===== config.mk =====
export PLATFORM = sky130hd
export DESIGN_NAME = bscan_io_chain
export DESIGN_NICKNAME = d
export VERILOG_FILES = /design/src/rtl/bscan_pkg.sv /design/src/rtl/bscan_cell.sv /design/src/rtl/bscan_pin.sv /design/src/rtl/bscan_io_chain.sv
export SDC_FILE = /design/constraint.sdc
export NUM_CORES = 1
export LEC_CHECK = 0
export BUFFER_PORTS_ARGS = -buffer_cell sky130_fd_sc_hd__buf_2
export CAP_MARGIN = 10
export CORE_UTILIZATION = 45
export DETAILED_ROUTE_END_ITERATION = 8
export GPL_TIMING_DRIVEN = 0
export PLACE_DENSITY = 0.78
export SLEW_MARGIN = 20
export SYNTH_ARGS = -nofsm -noshare
export SYNTH_HDL_FRONTEND = slang
export SYNTH_HIERARCHICAL = 1
export SYNTH_SLANG_ARGS = --single-unit

===== constraint.sdc =====
create_clock -name tck -period 0.9 [get_ports tck]
set_input_delay 0.135 -clock tck [delete_from_list [all_inputs] [get_ports tck]]
set_output_delay 0.135 -clock tck [all_outputs]
set_load 0.02 [all_outputs]

===== src/rtl/bscan_pkg.sv =====
package bscan_pkg;
   typedef enum logic [1:0] {
      BS_SAMPLE = 2'b00,
      BS_EXTEST = 2'b01,
      BS_HIGHZ  = 2'b10,
      BS_CLAMP  = 2'b11
   } bs_mode_e;

   localparam int CELLS_PER_PIN = 3;
   // position of each cell kind inside a pin's group, counted from the TDO side
   localparam int SLOT_CTL = 0;
   localparam int SLOT_OUT = 1;
   localparam int SLOT_IN  = 2;
endpackage


===== src/rtl/bscan_cell.sv =====
module bscan_cell #(
   parameter bit RESET_VAL = 1'b0
) (
   input  logic tck,
   input  logic rst_n,
   input  logic cap_en,
   input  logic sh_en,
   input  logic upd_en,
   input  logic par_in,
   input  logic ser_in,
   output logic ser_out,
   output logic upd_q
);
   logic stage_q;

   always_ff @(posedge tck or negedge rst_n) begin
      if (!rst_n)
         stage_q <= RESET_VAL;
      else if (cap_en)
         stage_q <= par_in;
      else if (sh_en)
         stage_q <= ser_in;
   end

   always_ff @(posedge tck or negedge rst_n) begin
      if (!rst_n)
         upd_q <= RESET_VAL;
      else if (upd_en)
         upd_q <= stage_q;
   end

   assign ser_out = stage_q;

   // a capture loads the parallel source
   p_capture_load_r3: assert property (@(posedge tck) disable iff (!rst_n)
      cap_en |=> ser_out == $past(par_in));

   // a shift moves the serial neighbour in
   p_shift_move_r2: assert property (@(posedge tck) disable iff (!rst_n)
      (sh_en && !cap_en) |=> ser_out == $past(ser_in));

   // update stage steady without an update strobe
   p_upd_hold_r4: assert property (@(posedge tck) disable iff (!rst_n)
      !upd_en |=> $stable(upd_q));

   // shift stage steady when idle
   p_idle_hold_r9: assert property (@(posedge tck) disable iff (!rst_n)
      (!cap_en && !sh_en) |=> $stable(ser_out));
endmodule


===== src/rtl/bscan_pin.sv =====
module bscan_pin
   import bscan_pkg::*;
(
   input  logic     tck,
   input  logic     rst_n,
   input  bs_mode_e mode,
   input  logic     cap_en,
   input  logic     sh_en,
   input  logic     upd_en,
   input  logic     ser_in,
   output logic     ser_out,
   input  logic     core_out,
   input  logic     core_oe,
   output logic     core_in,
   input  logic     pad_in,
   output logic     pad_out,
   output logic     pad_oe
);
   // slot-indexed wiring: link[CELLS_PER_PIN] is the pin's serial entry
   logic [CELLS_PER_PIN:0]   link;
   logic [CELLS_PER_PIN-1:0] src;
   logic [CELLS_PER_PIN-1:0] held;

   assign link[CELLS_PER_PIN] = ser_in;
   assign ser_out             = link[0];

   assign src[SLOT_CTL] = core_oe;
   assign src[SLOT_OUT] = core_out;
   assign src[SLOT_IN]  = pad_in;

   for (genvar s = 0; s < CELLS_PER_PIN; s++) begin : g_slot
      bscan_cell u_cell (
         .tck     (tck),
         .rst_n   (rst_n),
         .cap_en  (cap_en),
         .sh_en   (sh_en),
         .upd_en  (upd_en),
         .par_in  (src[s]),
         .ser_in  (link[s+1]),
         .ser_out (link[s]),
         .upd_q   (held[s])
      );
   end

   always_comb begin
      pad_out = core_out;
      pad_oe  = core_oe;
      core_in = held[SLOT_IN];
      unique case (mode)
         BS_SAMPLE: core_in = pad_in;
         BS_EXTEST, BS_CLAMP: begin
            pad_out = held[SLOT_OUT];
            pad_oe  = held[SLOT_CTL];
         end
         BS_HIGHZ: pad_oe = 1'b0;
         default: pad_oe = 1'b0;
      endcase
   end

   // released pads never enabled
   p_highz_release_r7: assert property (@(posedge tck) disable iff (!rst_n)
      (mode == BS_HIGHZ) |-> !pad_oe);

   // functional mode is transparent between core and pad
   p_sample_pass_r5: assert property (@(posedge tck) disable iff (!rst_n)
      (mode == BS_SAMPLE) |-> (pad_out == core_out && pad_oe == core_oe && core_in == pad_in));
endmodule


===== src/rtl/bscan_io_chain.sv =====
module bscan_io_chain
   import bscan_pkg::*;
#(
   parameter int NPINS = 4
) (
   input  logic             tck,
   input  logic             rst_n,
   input  logic [1:0]       mode,
   input  logic             capture_en,
   input  logic             shift_en,
   input  logic             update_en,
   input  logic             scan_in,
   output logic             scan_out,
   input  logic [NPINS-1:0] core_out,
   input  logic [NPINS-1:0] core_oe,
   output logic [NPINS-1:0] core_in,
   input  logic [NPINS-1:0] pad_in,
   output logic [NPINS-1:0] pad_out,
   output logic [NPINS-1:0] pad_oe
);
   localparam int CHAIN_LEN = NPINS * CELLS_PER_PIN;

   if (NPINS < 1) begin : g_bad_npins
      $error("bscan_io_chain: NPINS must be at least 1");
   end
   if (CHAIN_LEN != NPINS * 3) begin : g_bad_len
      $error("bscan_io_chain: three cells per pin expected");
   end

   bs_mode_e mode_e;
   assign mode_e = bs_mode_e'(mode);

   // hop[NPINS] is the chain entry, hop[0] the exit; pin 0 nearest the exit
   logic [NPINS:0] hop;
   assign hop[NPINS] = scan_in;
   assign scan_out   = hop[0];

   for (genvar p = 0; p < NPINS; p++) begin : g_pin
      bscan_pin u_pin (
         .tck      (tck),
         .rst_n    (rst_n),
         .mode     (mode_e),
         .cap_en   (capture_en),
         .sh_en    (shift_en),
         .upd_en   (update_en),
         .ser_in   (hop[p+1]),
         .ser_out  (hop[p]),
         .core_out (core_out[p]),
         .core_oe  (core_oe[p]),
         .core_in  (core_in[p]),
         .pad_in   (pad_in[p]),
         .pad_out  (pad_out[p]),
         .pad_oe   (pad_oe[p])
      );
   end

   // input rule relied on by the cell checks
   p_strobe_excl_r3: assert property (@(posedge tck) disable iff (!rst_n)
      $onehot0({capture_en, shift_en, update_en}));

   // in EXTEST the pads do not move unless an update happened
   p_extest_steady_r6: assert property (@(posedge tck) disable iff (!rst_n)
      (mode_e == BS_EXTEST && $stable(mode) && !$past(update_en)) |-> $stable(pad_out) && $stable(pad_oe));
endmodule


---- After elaboration in Yosys (flattened, before gate mapping) ----
Cells that the tools add are included.
word-level totals
  input bits .............................. 20
  logic and storage cells ................. 66
  register bits after elaboration ......... 24
  output and inout port bits .............. 13
cells by class
  reduce and logical (&&, ||, !) cells .... 3
  equality and inequality tests ........... 3
  muxes and demuxes ....................... 36
operator list
  operator            number
  $mux 1              32
  $pmux 1 s2          4
  $eq 2x2->1 const B  2
  $eq 2x1->1 const B  1
  $logic_not 2->1     1
  $reduce_bool 2->1   1
  $reduce_or 2->1     1

---- Depth between registers and ports, before layout ----
  word-level depth ........................ 3
  mapped depth ............................ 2

---- Hierarchy ----
The synthesis kept the hierarchy.
modules (own cells, without submodules)
  module      seq. area each (um^2)  instances  area each (um^2)  cells an instance
  bscan_cell  50.0                   12         83.8              6
  bscan_pin   0.0                    4          42.5              4

---- Worst setup path before layout ----
Ideal clock, no wire load.
  path kind ............................... register to register
  from .................................... register g_pin[0].u_pin.g_slot[0].u_cell.stage_q
  to ...................................... register g_pin[0].u_pin.g_slot[0].u_cell.upd_q
  cell stages (with the launch flop) ...... 2
  data required time ...................... 0.775 ns
  data arrival time ....................... 0.712 ns
  path buffers ............................ 0
  clock period less this slack ............ 0.837 ns
  setup slack ............................. 0.063 ns
  cells stage by stage .................... dfrtp_1 -> mux2_4
RTL lines
  element                   RTL line          text
  start: declaration        bscan_cell.sv:14  logic stage_q;
  start signal: assignment  bscan_cell.sv:20  stage_q <= par_in;
  start signal: assignment  bscan_cell.sv:22  stage_q <= ser_in;
  end signal: assignment    bscan_cell.sv:29  upd_q <= stage_q;
  end: declaration          bscan_cell.sv:12  output logic upd_q
No word-level cell between the ends.

---- Worst setup path after layout ----
  from .................................... register g_pin[1].u_pin.g_slot[2].u_cell.upd_q
  to ...................................... output core_in[1]
between the ends
  cells in the longest elaborated chain, start to end .. 1
RTL lines
  element                   RTL line              text
  start: declaration        bscan_cell.sv:12
  start signal: assignment  bscan_cell.sv:29
  $mux 1                    bscan_pin.sv:49       unique case (mode)
  end: declaration          bscan_io_chain.sv:16  output logic [NPINS-1:0] core_in,
Every way passes these cells.

==> impl_table.tex <==
\begin{tabular}{lr}
\hline
Metric & Value \\
\hline
\multicolumn{2}{l}{\textbf{Run status}} \\
Run status & complete, but fails checks \\
Failing checks & negative setup slack \\
\multicolumn{2}{l}{\textbf{Power and ir drop}} \\
Max rail drop VDD & 1.05 mV \\
Static Leakage & 0.813 nW \\
Pwr Total & 2.92 mW \\
Cell area power density & 1830 mW/mm2 \\
\multicolumn{2}{l}{\textbf{Critical path}} \\
Kind of launch point of the worst setup path & flop \\
Data arrival at the endpoint of the critical path & 1.12 ns \\
Worst EP required & 0.76 ns \\
Critical path endpoint category & output port \\
Peak fanout along the critical path & 2 \\
Setup CP Type & flop to output port \\
\multicolumn{2}{l}{\textbf{Clock network}} \\
TritonCTS clock tree & done \\
H-Tree Depth & 1 \\
Clk Latency, worst-skew pair & 0.31 ns \\
Clock Path Buffers & 2 \\
Root buf cell & sky130\_fd\_sc\_hd\_\_clkbuf\_4 \\
Inserted Clock Buffers & 3 \\
Number of clock sinks & 24 \\
Worst-path clk slew & 0.13 ns \\
\multicolumn{2}{l}{\textbf{Logic synthesis}} \\
Cell with the most instances after synthesis & sky130\_fd\_sc\_hd\_\_dfrtp\_1 \\
EDFF count, synth & 0 \\
Top area cells in the synthesized netlist & sky130\_fd\_sc\_hd\_\_dfrtp\_1 (51\%), sky130\_fd\_sc\_hd\_\_mux2\_4 (20\%), sky130\_fd\_sc\_hd\_\_mux2i\_1 (10\%) \\
Gate count of the mapped netlist & 88 \\
Largest area contributor in the netlist & sky130\_fd\_sc\_hd\_\_dfrtp\_1 \\
Synthesized flop and latch total & 24 \\
Count of different cell masters after synthesis & 8 \\
Leading cell types by count after synthesis & sky130\_fd\_sc\_hd\_\_dfrtp\_1 (24), sky130\_fd\_sc\_hd\_\_mux2\_4 (16), sky130\_fd\_sc\_hd\_\_mux2i\_1 (12), sky130\_fd\_sc\_hd\_\_nand2\_1 (12), sky130\_fd\_sc\_hd\_\_o21ai\_1 (12) \\
Register area share after synthesis & 51.1\% \\
Synthesized Nets & 108 \\
Summed instance area of the synthesized netlist & 0.00118 mm2 \\
Synthesized area per cell & 13.4 um2 \\
Number of synthesis warnings & 6 \\
Area fraction of the dominant cell type after synthesis & 51.1\% \\
Primary FF master, synth & sky130\_fd\_sc\_hd\_\_dfrtp\_1 \\
FFs w/ async S/R, synth & 100\% \\
\multicolumn{2}{l}{\textbf{Routing}} \\
Post-detailed-route count of antenna-violating nets & 0 \\
TritonRoute pass-1 iters & 4 \\
DR vias/cell & 5.34 \\
Number of vias in the routed layout & 865 \\
Routed wire length per instance & 15.9 um \\
Initial DRC Count & 11 \\
Number of DRC violations after detailed routing & 0 \\
Post-detailed-routing wire length & 2580 um \\
\multicolumn{2}{l}{\textbf{Finish}} \\
Post-layout util & 64.4\% \\
Layout cell share with drive strength beyond 1 & 53.8\% \\
\# nets final & 153 \\
Ant diodes & 0 \\
Post-layout instance count excluding filler cells & 162 \\
Area taken by flip-flops and latches & 601 um2 \\
Filler Cell Count & 190 \\
Combined area of the multi-input logic cells & 591 um2 \\
Final std cell area, no fill & 0.00160 mm2 \\
Signed area change from the synthesized netlist to the final layout & 35.7\% \\
\multicolumn{2}{l}{\textbf{Placement}} \\
Cell count after placement & 150 \\
Final weighted congestion in routability-driven placement & 0.676 \\
Placement Cell Area & 0.00137 mm2 \\
Post-DP HPWL & 1610 um \\
Number of input and output port buffers inserted & 32 \\
Post-place setup slack & -0.213 ns \\
\multicolumn{2}{l}{\textbf{Timing}} \\
Min Tclk post-route & 1.26 ns \\
Final WS setup & -0.356 ns \\
Relative slew slack & 65.3\% \\
Final Hold Vio Count & 0 \\
Tightest Pin Transition & 0.521 ns \\
Minimum hold slack & 0.0419 ns \\
Final Setup Violations & 16 \\
Total Neg Setup Slack & -4.34 ns \\
Setup repair after global routing missed its margin & true \\
Max frequency & 796 MHz \\
Count of pins over their slew limit & 0 \\
Setup skew after layout & 0.00403 ns \\
Portion of the clock cycle consumed by the worst path in the final layout & 140\% \\
\multicolumn{2}{l}{\textbf{Global routing}} \\
Met1 routing resource usage after global routing & 24.7\% \\
Number of global-route vias before repair & 847 \\
Leftover overflow at the end of global routing & 0 \\
GRT Max-Usage Layer & met2 \\
GR Layer Usage met3 & 2.59\% \\
Wire length of the first global-routing pass & 3900 um \\
Met2 capacity usage during global routing & 34.4\% \\
Gr usage total & 20.0\% \\
Maximum number of pins on one net before global-route repair & 25 \\
Initial antenna violation count & 0 \\
\multicolumn{2}{l}{\textbf{Flow run}} \\
Maximum capacitance violations & 0 \\
\multicolumn{2}{l}{\textbf{Floorplanning}} \\
Starting density of the core & 47.5\% \\
Core footprint & 0.00248 mm2 \\
Area of the die & 0.00282 mm2 \\
Rows & 18 \\
Die span in x & 53.1 um \\
Number of I/O pins & 33 \\
Height of the die & 53.1 um \\
\multicolumn{2}{l}{\textbf{Worst hold path}} \\
Worst min path class & input pin to flop \\
\hline
\end{tabular}
-- kinds of logic (layout without fill, tap and decap cells) --
logic type             after synthesis  in the layout  share of synthesized area, %
flip-flops                          24             24                          51.1
AND/OR/NAND/NOR                     16             16                          5.96
multiplexers                        32             32                          34.5
AO/OA/AOI/OAI                       16             16                          8.51
buffers and inverters                0             44                             0
-- flip-flops by register name (all words and copies together) (netlist names) --
| name | cells |
|---|---|
| g_pin.u_pin/g_slot.u_cell/upd_q | 12 |
| g_pin.u_pin/g_slot.u_cell/ser_out | 12 |
-- cell type report --
type,instances,area share (%)
sequential,24,37.6
clock inverter,1,1.88
clock buffer,3,1.41
tap,30,2.35
timing repair buffer,40,19.7
multi-input combinational,64,37.0
-- repair_timing --
action	4_1_cts	5_1_grt
hold buffers	1	0
cloned	0	0
setup buffers	5	3
resized for setup	30	3
endpoints found under the hold margin	24	0
setup endpoints to repair	13	19
pin swaps	4	0
-- layout by cell type (no fill, tap or decap), drive strengths merged --
master       Yosys  layout
o21ai           12      12
a22o             4       4
dlygate4sd3      0       1
clkbuf           0       3
nand2           12      12
nor2             4       4
mux2            20      20
bufinv           0       1
buf              0      39
mux2i           12      12
dfrtp           24      24
-- final timing paths --
check,endpoint,slack [ns],depth (start not counted),from
worst max-delay path,core_in[1],-0.36,2,g_pin[1].u_pin/g_slot[2].u_cell/upd_q
worst min-delay path,g_pin[2].u_pin/g_slot[0].u_cell/ser_out,0.04,3,core_oe[2]
worst max register to register,g_pin[1].u_pin/g_slot[2].u_cell/upd_q,-0.12,3,g_pin[1].u_pin/g_slot[2].u_cell/upd_q
worst min register to register,g_pin[1].u_pin/g_slot[1].u_cell/upd_q,0.53,1,g_pin[1].u_pin/g_slot[1].u_cell/upd_q
max in group asynchronous,g_pin[0].u_pin/g_slot[1].u_cell/ser_out,0.24,2,rst_n
min in group asynchronous,g_pin[1].u_pin/g_slot[1].u_cell/upd_q,0.31,2,rst_n
-- critical path, stage by stage, from the launching register on --
cell and delay, ns:
sky130_fd_sc_hd__dfrtp_1 0.41, sky130_fd_sc_hd__mux2_4 0.27, sky130_fd_sc_hd__buf_6 0.13
-- per-layer routing --
metal / vias to the layer above / wire length, um / share of wire [%]
met2: 24 / 1370 / 53
met1: 429 / 1100 / 43
met3: 2 / 83 / 3.2
met5: - / 0 / 0
met4: 0 / 29 / 1.1
li1: 410 / - / -
-- power breakdown --
| group | leakage, nW | switching [mW] | internal [mW] |
|---|---|---|---|
| registers | 0.292 | 0.0938 | 1.21 |
| logic | 0.493 | 0.350 | 0.494 |
| clock network | 0.0279 | 0.320 | 0.450 |
| total | 0.813 | 0.764 | 2.16 |
Power figures use the tool's default switching activity.
